<file path="config.mk">
export PLATFORM = sky130hd
export DESIGN_NAME = pgwalk_top
export DESIGN_NICKNAME = d
export VERILOG_FILES = /design/src/rtl/pgwalk_pkg.sv /design/src/rtl/pgwalk_addr_gen.sv /design/src/rtl/pgwalk_entry_check.sv /design/src/rtl/pgwalk_top.sv
export SDC_FILE = /design/constraint.sdc
export NUM_CORES = 1
export LEC_CHECK = 0
export BUFFER_PORTS_ARGS = -buffer_cell sky130_fd_sc_hd__buf_2
export CAP_MARGIN = 20
export CORE_ASPECT_RATIO = 1.1
export CORE_MARGIN = 1.5
export CORE_UTILIZATION = 40
export CTS_BUF_LIST = sky130_fd_sc_hd__clkbuf_16
export CTS_CLUSTER_DIAMETER = 50
export DETAILED_ROUTE_END_ITERATION = 8
export PLACE_DENSITY = 0.75
export SLEW_MARGIN = 25
export SYNTH_ARGS = -nofsm -noshare
export SYNTH_HDL_FRONTEND = slang
export SYNTH_HIERARCHICAL = 1
export SYNTH_SLANG_ARGS = --single-unit
</file>
<file path="constraint.sdc">
create_clock -name clk -period 2.6 [get_ports clk]
set_input_delay 0.26 -clock clk [delete_from_list [all_inputs] [get_ports clk]]
set_output_delay 0.26 -clock clk [all_outputs]
set_load 0.01 [all_outputs]
</file>
<file path="src/rtl/pgwalk_pkg.sv">
package pgwalk_pkg;

    // Entry flag positions; software and the walker share this layout.
    localparam int FLAG_PRESENT  = 0;
    localparam int FLAG_WRITABLE = 1;
    localparam int FLAG_USER     = 2;
    localparam int FLAG_ACCESSED = 5;
    localparam int FLAG_DIRTY    = 6;
    localparam int FLAG_NOEXEC   = 63;

    typedef enum logic [1:0] {
        ACC_READ  = 2'd0,
        ACC_WRITE = 2'd1,
        ACC_FETCH = 2'd2
    } acc_kind_e;

    typedef enum logic [1:0] {
        FLT_NONE   = 2'd0,
        FLT_ABSENT = 2'd1,
        FLT_PROT   = 2'd2
    } fault_e;

    typedef enum logic [2:0] {
        ST_IDLE,
        ST_FETCH_REQ,
        ST_FETCH_WAIT,
        ST_MARK_REQ,
        ST_MARK_WAIT,
        ST_REPLY
    } walk_state_e;

endpackage

</file>
<file path="src/rtl/pgwalk_addr_gen.sv">
module pgwalk_addr_gen #(
    parameter int VA_W   = 48,
    parameter int PA_W   = 52,
    parameter int IDX_W  = 9,
    parameter int OFF_W  = 12,
    parameter int LEVELS = 4,
    localparam int PPN_W = PA_W - OFF_W,
    localparam int LVL_W = $clog2(LEVELS),
    localparam int SLOT_SH = OFF_W - IDX_W
) (
    input  logic [VA_W-1:0]  vaddr,
    input  logic [LVL_W-1:0] level,
    input  logic [PPN_W-1:0] base_ppn,
    output logic [PA_W-1:0]  entry_addr
);

    logic [IDX_W-1:0] idx_tab [LEVELS];

    // Level 0 takes the most significant index field.
    for (genvar l = 0; l < LEVELS; l++) begin : g_idx
        assign idx_tab[l] = vaddr[OFF_W + (LEVELS - 1 - l) * IDX_W +: IDX_W];
    end

    // The offset field is kept whole so all address bits are consumed.
    logic [OFF_W-1:0] unused_off;
    assign unused_off = vaddr[OFF_W-1:0];

    assign entry_addr = {base_ppn, idx_tab[level], {SLOT_SH{1'b0}}};

endmodule

</file>
<file path="src/rtl/pgwalk_entry_check.sv">
module pgwalk_entry_check
    import pgwalk_pkg::*;
#(
    parameter int ENTRY_W = 64,
    parameter int PA_W    = 52,
    parameter int OFF_W   = 12,
    localparam int PPN_W  = PA_W - OFF_W
) (
    input  logic [ENTRY_W-1:0] entry,
    input  acc_kind_e          kind,
    input  logic               is_user,
    input  logic               is_leaf,
    output logic               present,
    output logic               allowed,
    output logic               need_mark,
    output logic [ENTRY_W-1:0] marked_entry,
    output logic [PPN_W-1:0]   next_ppn
);

    always_comb begin
        present = entry[FLAG_PRESENT];

        allowed = 1'b1;
        if (kind == ACC_WRITE && !entry[FLAG_WRITABLE]) allowed = 1'b0;
        if (is_user && !entry[FLAG_USER])                allowed = 1'b0;
        if (kind == ACC_FETCH && entry[FLAG_NOEXEC])    allowed = 1'b0;

        marked_entry = entry;
        marked_entry[FLAG_ACCESSED] = 1'b1;
        if (is_leaf && kind == ACC_WRITE) marked_entry[FLAG_DIRTY] = 1'b1;

        need_mark = (marked_entry != entry);
        next_ppn  = entry[PA_W-1:OFF_W];
    end

endmodule

</file>
<file path="src/rtl/pgwalk_top.sv">
module pgwalk_top
    import pgwalk_pkg::*;
#(
    parameter int VA_W    = 48,
    parameter int PA_W    = 52,
    parameter int IDX_W   = 9,
    parameter int OFF_W   = 12,
    parameter int LEVELS  = 4,
    parameter int ENTRY_W = 64,
    localparam int PPN_W  = PA_W - OFF_W,
    localparam int LVL_W  = $clog2(LEVELS),
    localparam int LAST   = LEVELS - 1
) (
    input  logic               clk,
    input  logic               rst_n,
    input  logic               req_valid,
    input  logic [VA_W-1:0]    req_vaddr,
    input  logic [1:0]         req_kind,
    input  logic               req_user,
    input  logic [PPN_W-1:0]   root_ppn,
    output logic               busy,
    output logic               mem_req,
    output logic               mem_we,
    output logic [PA_W-1:0]    mem_addr,
    output logic [ENTRY_W-1:0] mem_wdata,
    input  logic               mem_ack,
    input  logic [ENTRY_W-1:0] mem_rdata,
    output logic               rsp_valid,
    output logic [PA_W-1:0]    rsp_paddr,
    output logic [1:0]         rsp_fault
);

    walk_state_e        state_q,  state_d;
    logic [LVL_W-1:0]   level_q,  level_d;
    logic [PPN_W-1:0]   base_q,   base_d;
    logic [VA_W-1:0]    vaddr_q,  vaddr_d;
    acc_kind_e          kind_q,   kind_d;
    logic               user_q,   user_d;
    logic [ENTRY_W-1:0] entry_q,  entry_d;
    logic [PA_W-1:0]    paddr_q,  paddr_d;
    fault_e             fault_q,  fault_d;

    logic               is_leaf;
    logic               chk_present, chk_allowed, chk_need_mark;
    logic [ENTRY_W-1:0] chk_marked;
    logic [PPN_W-1:0]   chk_next_ppn;
    logic [PPN_W-1:0]   adv_ppn;
    logic               do_adv;
    logic [PA_W-1:0]    slot_addr;

    assign is_leaf = (level_q == LVL_W'(LAST));

    pgwalk_addr_gen #(
        .VA_W(VA_W), .PA_W(PA_W), .IDX_W(IDX_W), .OFF_W(OFF_W), .LEVELS(LEVELS)
    ) u_addr (
        .vaddr      (vaddr_q),
        .level      (level_q),
        .base_ppn   (base_q),
        .entry_addr (slot_addr)
    );

    pgwalk_entry_check #(
        .ENTRY_W(ENTRY_W), .PA_W(PA_W), .OFF_W(OFF_W)
    ) u_check (
        .entry        (mem_rdata),
        .kind         (kind_q),
        .is_user      (user_q),
        .is_leaf      (is_leaf),
        .present      (chk_present),
        .allowed      (chk_allowed),
        .need_mark    (chk_need_mark),
        .marked_entry (chk_marked),
        .next_ppn     (chk_next_ppn)
    );

    // Next-state and datapath decisions
    always_comb begin
        state_d = state_q;
        level_d = level_q;
        base_d  = base_q;
        vaddr_d = vaddr_q;
        kind_d  = kind_q;
        user_d  = user_q;
        entry_d = entry_q;
        paddr_d = paddr_q;
        fault_d = fault_q;
        do_adv  = 1'b0;
        adv_ppn = entry_q[PA_W-1:OFF_W];

        unique case (state_q)
            ST_IDLE: begin
                if (req_valid) begin
                    state_d = ST_FETCH_REQ;
                    level_d = '0;
                    base_d  = root_ppn;
                    vaddr_d = req_vaddr;
                    kind_d  = (req_kind == 2'd3) ? ACC_READ : acc_kind_e'(req_kind);
                    user_d  = req_user;
                end
            end
            ST_FETCH_REQ: state_d = ST_FETCH_WAIT;
            ST_FETCH_WAIT: begin
                if (mem_ack) begin
                    entry_d = chk_marked;
                    adv_ppn = chk_next_ppn;
                    if (!chk_present) begin
                        fault_d = FLT_ABSENT;
                        paddr_d = '0;
                        state_d = ST_REPLY;
                    end else if (!chk_allowed) begin
                        fault_d = FLT_PROT;
                        paddr_d = '0;
                        state_d = ST_REPLY;
                    end else if (chk_need_mark) begin
                        state_d = ST_MARK_REQ;
                    end else begin
                        do_adv = 1'b1;
                    end
                end
            end
            ST_MARK_REQ: state_d = ST_MARK_WAIT;
            ST_MARK_WAIT: begin
                if (mem_ack) do_adv = 1'b1;
            end
            ST_REPLY: state_d = ST_IDLE;
            default:  state_d = ST_IDLE;
        endcase

        if (do_adv) begin
            if (is_leaf) begin
                fault_d = FLT_NONE;
                paddr_d = {adv_ppn, vaddr_q[OFF_W-1:0]};
                state_d = ST_REPLY;
            end else begin
                level_d = level_q + LVL_W'(1);
                base_d  = adv_ppn;
                state_d = ST_FETCH_REQ;
            end
        end
    end

    // State register
    always_ff @(posedge clk or negedge rst_n) begin
        if (!rst_n) begin
            state_q <= ST_IDLE;
            level_q <= '0;
            base_q  <= '0;
            vaddr_q <= '0;
            kind_q  <= ACC_READ;
            user_q  <= 1'b0;
            entry_q <= '0;
            paddr_q <= '0;
            fault_q <= FLT_NONE;
        end else begin
            state_q <= state_d;
            level_q <= level_d;
            base_q  <= base_d;
            vaddr_q <= vaddr_d;
            kind_q  <= kind_d;
            user_q  <= user_d;
            entry_q <= entry_d;
            paddr_q <= paddr_d;
            fault_q <= fault_d;
        end
    end

    // Outputs
    always_comb begin
        busy      = (state_q != ST_IDLE);
        mem_req   = (state_q == ST_FETCH_REQ) || (state_q == ST_MARK_REQ);
        mem_we    = (state_q == ST_MARK_REQ);
        mem_addr  = slot_addr;
        mem_wdata = entry_q;
        rsp_valid = (state_q == ST_REPLY);
        rsp_paddr = paddr_q;
        rsp_fault = fault_q;
    end

    // Assertions
    assert_root_first_R1: assert property (@(posedge clk) disable iff (!rst_n)
        $rose(busy) |-> (mem_req && !mem_we && mem_addr[PA_W-1:OFF_W] == $past(root_ppn)));

    assert_strobe_pulse_R1: assert property (@(posedge clk) disable iff (!rst_n)
        mem_req |=> !mem_req);

    assert_fault_no_addr_R3: assert property (@(posedge clk) disable iff (!rst_n)
        (rsp_valid && rsp_fault != 2'd0) |-> (rsp_paddr == '0));

    assert_mark_after_read_R7: assert property (@(posedge clk) disable iff (!rst_n)
        (mem_req && mem_we) |-> ($past(mem_ack) && mem_wdata[FLAG_ACCESSED]));

    assert_mark_same_slot_R7: assert property (@(posedge clk) disable iff (!rst_n)
        (mem_req && mem_we) |-> (mem_addr == $past(mem_addr)));

    assert_reply_pulse_R9: assert property (@(posedge clk) disable iff (!rst_n)
        rsp_valid |=> !rsp_valid);

    assert_code_legal_R9: assert property (@(posedge clk) disable iff (!rst_n)
        rsp_valid |-> (rsp_fault != 2'd3));

    assert_start_on_req_R10: assert property (@(posedge clk) disable iff (!rst_n)
        $rose(busy) |-> $past(req_valid));

endmodule

</file>
==> results of run 1 <==
## layout make-up
class	count	area, um^2	area share [%]
flip-flops and latches	214	5355	39.65
multi-input cells	613	3874	28.68
repair buffers	460	3055	22.62
clock buffers	25	625.6	4.632
well taps	352	440.4	3.261
clock inverters	18	91.34	0.6763
inverters	17	63.81	0.4725
## worst max-delay path: stages (launching register included)
cell	delay [ps]
dfrtp_1	340
buf_4	250
mux4_2	550
buf_2	160
## synth_stat cells
cell type,count
a2111o_1,1
a2111oi_0,1
a211o_1,1
a211oi_1,2
a21boi_0,1
a21oi_1,1
a311o_1,1
a311oi_2,1
a31oi_1,1
and2_1,2
and3_1,1
buf_2,18
buf_4,156
buf_6,9
clkbuf_1,24
clkbuf_2,1
clkbuf_4,1
conb_1,2
dfrtp_1,214
ha_1,1
inv_1,17
mux2i_1,174
mux4_2,9
nand2_1,322
nand2b_1,3
nand3_1,1
nand3b_1,3
nand4b_1,1
nand4bb_1,3
nor2_1,2
nor2b_1,2
nor3_1,1
nor3b_2,1
nor4b_4,1
nor4bb_1,1
o211a_1,1
o21ai_0,65
o21ai_1,1
o22a_1,1
o22ai_4,1
or3_1,1
or4b_1,1
## worst max-delay path by stage
stage | startpoint | to | cells past startpoint
floorplan | level_q[0]$_DFF_PN0_ | level_q[0]$_DFF_PN0_ | 7
global placement | kind_q[0]$_DFFE_PN0P_ | rsp_paddr[42]$_DFF_PN0_ | 6
detailed placement | state_q[2]$_DFFE_PN0P_ | base_q[27]$_DFF_PN0_ | 4
global route | state_q[2]$_DFFE_PN0P_ | base_q[37]$_DFF_PN0_ | 4
CTS | level_q[0]$_DFF_PN0_ | mem_addr[11] | 3
finish | level_q[0]$_DFF_PN0_ | mem_addr[9] | 3
## stage by stage
stage / hold WS [ps] / util [%] / std cells / instance area, um^2 / worst slack [ps]
2_1_floorplan: -35.59 / - / 1053 / 10720 / 833.6
3_3_place_gp: 231.5 / 44.54 / 1545 / 11680 / 649.9
3_5_place_dp: 239.5 / 44.54 / 1545 / 11680 / 569.7
4_1_cts: 11.95 / 51.51 / 1699 / 13510 / 491.4
5_1_grt: 26.81 / 51.51 / 1699 / 13510 / 419.2
6_report: 28.13 / 51.51 / 1699 / 13510 / 525.5
## what timing repair did
| action | in CTS | in global routing |
|---|---|---|
| endpoints found under the setup margin | 0 | 0 |
| endpoints found under the hold margin | 163 | 0 |
| hold buffers | 111 | 0 |
## sequential cells by signal, summed over array words and instances (netlist names)
signal     cells
rsp_paddr     52
rsp_fault      2
state_q        3
kind_q         2
user_q         1
mem_wdata     64
vaddr_q       48
base_q        40
level_q        2
## metal layers
layer  share of wire (%)  up-vias
met4                 3.8        0
met3                 6.3       93
met5                   0        -
li1                    -     3841
met2                  50      350
met1                  40     4056
## kinds of logic (layout without fill, tap and decap cells)
family                   after synthesis  in the layout  synth area share, %
other                                  2              4              0.07013
buffers and inverters                226            520                14.28
AO/OA/AOI/OAI                         79             79                4.264
AND/OR/NAND/NOR                      346            346                13.11
multiplexers                         183            183                18.16
adder cells (fa/ha/maj)                1              1               0.1168
flip-flops                           214            214                50.01
## layout by cell type (no fill, tap or decap), types with 2 or more instances in the layout
| cell type | n |
|---|---|
| nand2b_1 | 3 |
| clkinv_4 | 2 |
| inv_1 | 22 |
| nor2_1 | 2 |
| dfrtp_1 | 214 |
| clkinv_1 | 6 |
| conb_1 | 4 |
| buf_4 | 9 |
| mux4_2 | 9 |
| nand3b_1 | 3 |
| clkbuf_16 | 25 |
| nand2_1 | 322 |
| dlygate4sd3_1 | 111 |
| o21ai_0 | 65 |
| a211oi_1 | 2 |
| buf_12 | 11 |
| clkinv_2 | 2 |
| nand4bb_1 | 2 |
| nor2b_1 | 2 |
| clkinvlp_4 | 3 |
| buf_2 | 328 |
| mux2i_1 | 174 |
## power by group through the flow
| stage | Clock (mW) | Combinational (mW) | Sequential, mW |
|---|---|---|---|
| CTS | 3.16 | 5.34 | 5.49 |
| finish | 3.09 | 5.36 | 5.53 |
| detailed placement | 0 | 5.20 | 5.52 |
| floorplan | 0 | 3.50 | 5.57 |
| global placement | 0 | 5.04 | 5.47 |
| global route | 3.30 | 5.87 | 5.66 |
==> impl_metrics.prom, run 1 <==
# TYPE chip_impl_metric gauge
chip_impl_info{name="run_status",value="finished, final reports clean"} 1
chip_impl_metric{name="finish.net_count",unit=""} 1491
chip_impl_metric{name="drt_pre_antenna_iters",unit=""} 7
chip_impl_metric{name="via_per_inst",unit=""} 4.909
chip_impl_metric{name="report.final.slew_viol_count",unit=""} 0
chip_impl_metric{name="top_level_ports",unit=""} 333
chip_impl_metric{name="crit_arrival",unit="ps"} 1810
chip_impl_metric{name="remaining_drc_errors",unit=""} 0
chip_impl_metric{name="yosysTopAreaCellShare",unit="%"} 50.01
chip_impl_metric{name="detailedRoute.firstIterationViolations",unit=""} 571
chip_impl_info{name="worst_hold_path_type",value="in2reg"} 1
chip_impl_metric{name="holdPathStages",unit=""} 3
chip_impl_metric{name="num_vias",unit=""} 8340
chip_impl_metric{name="groute.layer.met1.usage",unit="%"} 24.20
chip_impl_metric{name="antenna_cells",unit=""} 0
chip_impl_metric{name="route.detailed.wl_per_inst",unit="um"} 17.11
chip_impl_metric{name="timing.reg2reg.worst_path_depth",unit=""} 6
chip_impl_metric{name="use_met3",unit="%"} 4.011
chip_impl_info{name="crit_path_start_kind",value="flop"} 1
chip_impl_metric{name="post_cts_resized",unit=""} 0
chip_impl_metric{name="tritoncts_num_sinks",unit=""} 214
chip_impl_info{name="timing.critical_path.to_type",value="primary output"} 1
chip_impl_metric{name="fp-row-count",unit=""} 62
chip_impl_info{name="regToRegStartpoint",value="kind_q[0]$_DFFE_PN0P_"} 1
chip_impl_info{name="rsz0062_at_grt",value="no"} 1
chip_impl_metric{name="r2r_setup_slack",unit="ps"} 530
chip_impl_metric{name="clk_latency",unit="ps"} 510
chip_impl_metric{name="yosys_register_bits",unit=""} 214
chip_impl_metric{name="fp.dieArea",unit="um^2"} 27760
chip_impl_info{name="worst_r2r_endpoint",value="base_q[14]$_DFF_PN0_"} 1
chip_impl_metric{name="overflow",unit=""} 0
chip_impl_metric{name="crit_required",unit="ps"} 2340
chip_impl_metric{name="timing.fmax",unit="GHz"} 0.4820
chip_impl_metric{name="routed_wl",unit="um"} 29070
chip_impl_metric{name="fin_crit",unit="ps"} 2075
chip_impl_metric{name="dp_hpwl",unit="um"} 18470
chip_impl_metric{name="io_buffer_count",unit=""} 329
chip_impl_metric{name="share_comb_of_total_power",unit="%"} 38.4
chip_impl_metric{name="gp_routability_congestion",unit=""} 0.8509
chip_impl_metric{name="reg_clk_slew_reported_paths",unit="ps"} 60
chip_impl_metric{name="clock_path_buffers",unit=""} 3
chip_impl_info{name="synth_top_area_cell",value="dfrtp_1"} 1
chip_impl_metric{name="final_clock_period_utilization_by_the_worst_path",unit="%"} 79.79
chip_impl_metric{name="power_leakage",unit="nW"} 7.158
chip_impl_metric{name="cts_max_level",unit=""} 1
chip_impl_metric{name="post_cts.repair.setup_buffers",unit=""} 0
chip_impl_metric{name="layout.filler_cells",unit=""} 2265
chip_impl_metric{name="drt.antenna.violating_nets",unit=""} 0
chip_impl_metric{name="power_frac_seq",unit="%"} 39.5
chip_impl_metric{name="netlist_area",unit="um^2"} 10710
chip_impl_metric{name="wire_length_of_the_first_global_routing_pass",unit="um"} 46430
chip_impl_info{name="synthTopCellsByArea",value="dfrtp_1 (50%), mux2i_1 (16%), nand2_1 (11%)"} 1
chip_impl_metric{name="synth.avg_cell_area",unit="um^2"} 10.19
chip_impl_metric{name="power.share.switching",unit="%"} 37.73
chip_impl_info{name="gr-max-usage-layer",value="met2"} 1
chip_impl_metric{name="cellPowerDensity",unit="nW/um^2"} 1035
chip_impl_info{name="min-delay-start",value="mem_rdata[0]"} 1
chip_impl_metric{name="synth.lib_cells_used.distinct",unit=""} 42
chip_impl_info{name="clock-root-buffer",value="clkbuf_16"} 1
chip_impl_metric{name="relative_slew_margins",unit="%"} 63.17
chip_impl_metric{name="antenna_found_initial",unit=""} 0
chip_impl_metric{name="finalSetupViolations",unit=""} 0
chip_impl_metric{name="die_h",unit="um"} 174.6
chip_impl_metric{name="drive_gt1_share",unit="%"} 29.55
chip_impl_metric{name="floorplan.initialDensity",unit="%"} 40.84
chip_impl_metric{name="worst-slew-pin-transition",unit="ps"} 552.5
chip_impl_metric{name="cts_made_buffers",unit=""} 25
chip_impl_metric{name="max-vdd-ir-drop",unit="mV"} 0.4781
chip_impl_info{name="cts_tree",value="done"} 1
chip_impl_metric{name="clkPwrFrac",unit="%"} 22.1
chip_impl_metric{name="grt_start_max_net_pins",unit=""} 71
chip_impl_metric{name="grt_pass1_vias",unit=""} 8839
chip_impl_metric{name="yosys_warnings",unit=""} 6
chip_impl_metric{name="die-width",unit="um"} 159.0
chip_impl_metric{name="report.final.hold_viol_count",unit=""} 0
chip_impl_metric{name="fp.coreArea",unit="um^2"} 26220
chip_impl_metric{name="internal_power",unit="mW"} 8.706
chip_impl_metric{name="skew",unit="ps"} 16.86
chip_impl_metric{name="p_total",unit="mW"} 13.98
chip_impl_info{name="criticalPathCategory",value="reg2out"} 1
chip_impl_metric{name="setup_tns",unit="ps"} 0
chip_impl_metric{name="cp_max_fo",unit=""} 11
chip_impl_metric{name="power_switching",unit="mW"} 5.274
chip_impl_metric{name="flow.area_growth_from_synthesis",unit="%"} 26.11
chip_impl_metric{name="global_route_met2_utilization",unit="%"} 36.84
chip_impl_metric{name="post_synth_inst_count",unit=""} 1051
chip_impl_info{name="end_of_the_worst_hold_path",value="mem_wdata[0]$_DFFE_PN0P_"} 1
chip_impl_metric{name="drv_cap",unit=""} 0
chip_impl_metric{name="track_usage",unit="%"} 20.59
chip_impl_metric{name="synth-seq-area-share",unit="%"} 50.01
Note: power is estimated with default switching activity, not from simulation.
==> run 2, diff against run 1 <==
- PLACE_DENSITY: 0.75 -> 0.77
- clock period: 2.6 -> 1.7 ns (I/O delays scaled with it)
==> run 2 against run 1 <==
  * Register-to-register slack worse by 840 ps
  * The flow now finishes with violations (setup timing)
  * Critical path depth up 5
  * Highest routed layer unchanged
  * Clock skew up 3.9 ps
==> impl_metrics.prom, run 2 (synthesis gave the netlist of run 1 again) <==
# TYPE chip_impl_metric gauge
chip_impl_metric{name="cp_num_cells",unit=""} 8
chip_impl_metric{name="area.sequential",unit="um^2"} 5358
chip_impl_metric{name="remaining_drc_errors",unit=""} 0
chip_impl_metric{name="grt_start_max_net_pins",unit=""} 77
chip_impl_metric{name="wire_length_of_the_first_global_routing_pass",unit="um"} 55730
chip_impl_info{name="rsz0062_at_grt",value="yes"} 1
chip_impl_info{name="worst_setup_path_endpoint",value="rsp_paddr[19]$_DFF_PN0_"} 1
chip_impl_metric{name="fp-row-count",unit=""} 62
chip_impl_info{name="worst_hold_path_type",value="in2reg"} 1
chip_impl_metric{name="multi_input_combinational_cell_area",unit="um^2"} 4616
chip_impl_metric{name="track_usage",unit="%"} 25.47
chip_impl_metric{name="cts_made_buffers",unit=""} 25
chip_impl_metric{name="route.detailed.wl_per_inst",unit="um"} 20.33
chip_impl_metric{name="critical_path.max_stage_delay",unit="ps"} 390
chip_impl_metric{name="cts_max_level",unit=""} 1
chip_impl_info{name="regToRegStartpoint",value="kind_q[0]$_DFFE_PN0P_"} 1
chip_impl_metric{name="die_h",unit="um"} 174.6
chip_impl_metric{name="dp_hpwl",unit="um"} 19130
chip_impl_metric{name="detailedRoute.firstIterationViolations",unit=""} 536
chip_impl_info{name="criticalPathCategory",value="reg2reg"} 1
chip_impl_info{name="crit_start",value="kind_q[0]$_DFFE_PN0P_"} 1
chip_impl_metric{name="timing.fmax",unit="GHz"} 0.4972
chip_impl_metric{name="drt.antenna.violating_nets",unit=""} 0
chip_impl_info{name="crit_path_start_kind",value="flop"} 1
chip_impl_metric{name="drive_gt1_share",unit="%"} 42.33
chip_impl_metric{name="routed_wl",unit="um"} 37390
chip_impl_metric{name="cp_max_fo",unit=""} 15
chip_impl_metric{name="crit_arrival",unit="ps"} 2440
chip_impl_metric{name="drt_pre_antenna_iters",unit=""} 7
chip_impl_metric{name="post-place-cells",unit=""} 1584
chip_impl_metric{name="fp.dieArea",unit="um^2"} 27760
chip_impl_info{name="layout.cells.most_common_list",value="buf_2 (317), nand2_1 (253), dfrtp_1 (212), dlygate4sd3_1 (153), mux2i_1 (127)"} 1
chip_impl_metric{name="clock_path_buffers",unit=""} 3
chip_impl_metric{name="drv_cap",unit=""} 0
chip_impl_metric{name="cellPowerDensity",unit="nW/um^2"} 1597
chip_impl_info{name="worst_r2r_endpoint",value="rsp_paddr[19]$_DFF_PN0_"} 1
chip_impl_info{name="final_common_cell",value="buf_2"} 1
chip_impl_metric{name="reg_clk_slew_reported_paths",unit="ps"} 60
chip_impl_metric{name="num_vias",unit=""} 9419
chip_impl_info{name="violations",value="setup timing"} 1
chip_impl_metric{name="fp.coreArea",unit="um^2"} 26220
chip_impl_metric{name="timing.reg2reg.worst_path_depth",unit=""} 8
chip_impl_metric{name="tritoncts_num_sinks",unit=""} 214
chip_impl_metric{name="finalSetupViolations",unit=""} 164
chip_impl_metric{name="final_clock_period_utilization_by_the_worst_path",unit="%"} 118.3
chip_impl_metric{name="top_level_ports",unit=""} 333
chip_impl_metric{name="antenna_found_initial",unit=""} 1
chip_impl_metric{name="grt_pass1_vias",unit=""} 10181
chip_impl_info{name="slowest_stage",value="dfrtp_1"} 1
chip_impl_metric{name="report.final.hold_viol_count",unit=""} 0
chip_impl_metric{name="worst-path-buf-inv",unit=""} 3
chip_impl_metric{name="io_buffer_count",unit=""} 329
chip_impl_metric{name="post_route_standard_cell_area_excluding_fillers",unit="um^2"} 16200
chip_impl_metric{name="gp_routability_congestion",unit=""} 0.8160
chip_impl_metric{name="flow.area_growth_from_synthesis",unit="%"} 51.28
chip_impl_metric{name="dpl-instance-area",unit="um^2"} 12090
chip_impl_metric{name="crit_required",unit="ps"} 2130
chip_impl_metric{name="finalNonFillerCells",unit=""} 1839
chip_impl_metric{name="number_of_flip_flops_in_the_largest_register",unit=""} 64
chip_impl_info{name="timing.critical_path.to_type",value="flop"} 1
chip_impl_info{name="crit_chain",value="nor3b_2, a311oi_2, buf_4, buf_6, nand4b_1, o22a_4, buf_12, mux2i_1"} 1
chip_impl_info{name="cts_tree",value="done"} 1
chip_impl_metric{name="layout.filler_cells",unit=""} 1923
chip_impl_metric{name="floorplan.initialDensity",unit="%"} 40.84
chip_impl_info{name="family_with_the_most_delay_on_the_worst_path",value="compound AO/OA/AOI/OAI gates"} 1
chip_impl_info{name="clock-root-buffer",value="clkbuf_16"} 1
chip_impl_metric{name="via_per_inst",unit=""} 5.122
chip_impl_metric{name="overflow",unit=""} 0
chip_impl_metric{name="final_critical_path_setup_slack",unit="ps"} -311.3
chip_impl_metric{name="finish.net_count",unit=""} 1629
chip_impl_metric{name="max-vdd-ir-drop",unit="mV"} 1.090
chip_impl_metric{name="power_leakage",unit="nW"} 8.224
chip_impl_metric{name="skew",unit="ps"} 20.76
chip_impl_metric{name="clk_latency",unit="ps"} 530
chip_impl_metric{name="die-width",unit="um"} 159.0
chip_impl_metric{name="report.final.slew_viol_count",unit=""} 0
chip_impl_info{name="run_status",value="complete, but fails checks"} 1
chip_impl_metric{name="r2r_setup_slack",unit="ps"} -310
chip_impl_metric{name="fin_crit",unit="ps"} 2011
chip_impl_metric{name="relative_slew_margins",unit="%"} 41.34
chip_impl_metric{name="worst-slew-pin-transition",unit="ps"} 857.7
## run 2: layout make-up
cell class | instances | area share, %
multi-input combinational | 614 | 28.49
antenna | 1 | 0.01545
inverter | 17 | 0.4248
sequential | 214 | 33.07
tap | 352 | 2.719
timing repair buffer | 597 | 30.32
clock buffer | 25 | 3.862
clock inverter | 19 | 1.097
## run 2: repair_timing
item / CTS / global route
hold buffers: 153 / 0
gates resized for setup: 127 / 152
cloned: 13 / 11
endpoints found under the setup margin: 130 / 197
pin swaps: 19 / 89
setup buffers: 31 / 18
endpoints found under the hold margin: 276 / 0
## run 2: how the worst min path moves through the flow
stage	start	endpoint	slack, ps	depth (start not counted)
5_1_grt	root_ppn[14]	base_q[14]$_DFF_PN0_	10	3
3_5_place_dp	rst_n	mem_wdata[3]$_DFFE_PN0P_	150	1
2_1_floorplan	rst_n	base_q[0]$_DFF_PN0_	-130	0
6_report	root_ppn[14]	base_q[14]$_DFF_PN0_	8	3
4_1_cts	mem_rdata[6]	mem_wdata[6]$_DFFE_PN0P_	4	4
3_3_place_gp	rst_n	mem_wdata[3]$_DFFE_PN0P_	150	1
## run 2: where the power goes
| group | switching (mW) | internal [mW] |
|---|---|---|
| Combinational | 6.00 | 5.83 |
| Sequential | 1.62 | 7.12 |
| Clock | 2.18 | 3.13 |
## run 2: stage by stage
stage | total power, mW | util [%] | setup slack, ps | setup TNS (ps) | hold WS (ps)
2_1_floorplan | 13.90 | - | -52.80 | -2111 | -125.6
3_3_place_gp | 16.47 | 46.09 | -141.8 | -6956 | 146.5
3_5_place_dp | 16.79 | 46.09 | -209.5 | -10370 | 152.1
4_1_cts | 24.23 | 59.77 | -266.0 | -22140 | 4.349
5_1_grt | 27.19 | 61.79 | -389.1 | -39630 | 13.99
6_report | 25.88 | 61.79 | -311.3 | -28450 | 7.855
## run 2: metal layers
layer | wire length, um | share of wire, % | track usage, % | vias up
li1 | - | - | - | 4159
met1 | 13910 | 37 | 29.00 | 4656
met2 | 19480 | 52 | 45.49 | 460
met3 | 2168 | 5.8 | 4.937 | 144
met4 | 1821 | 4.9 | 13.05 | 0
met5 | 0 | 0 | 0 | -
## run 2: worst reg2reg max path: cells and delay by family, from the launching register on
family / cells / cell delay [ps]
buf+inv: 3 / 460
compound gates: 2 / 560
flops: 1 / 390
simple gates: 2 / 290
mux: 1 / 210
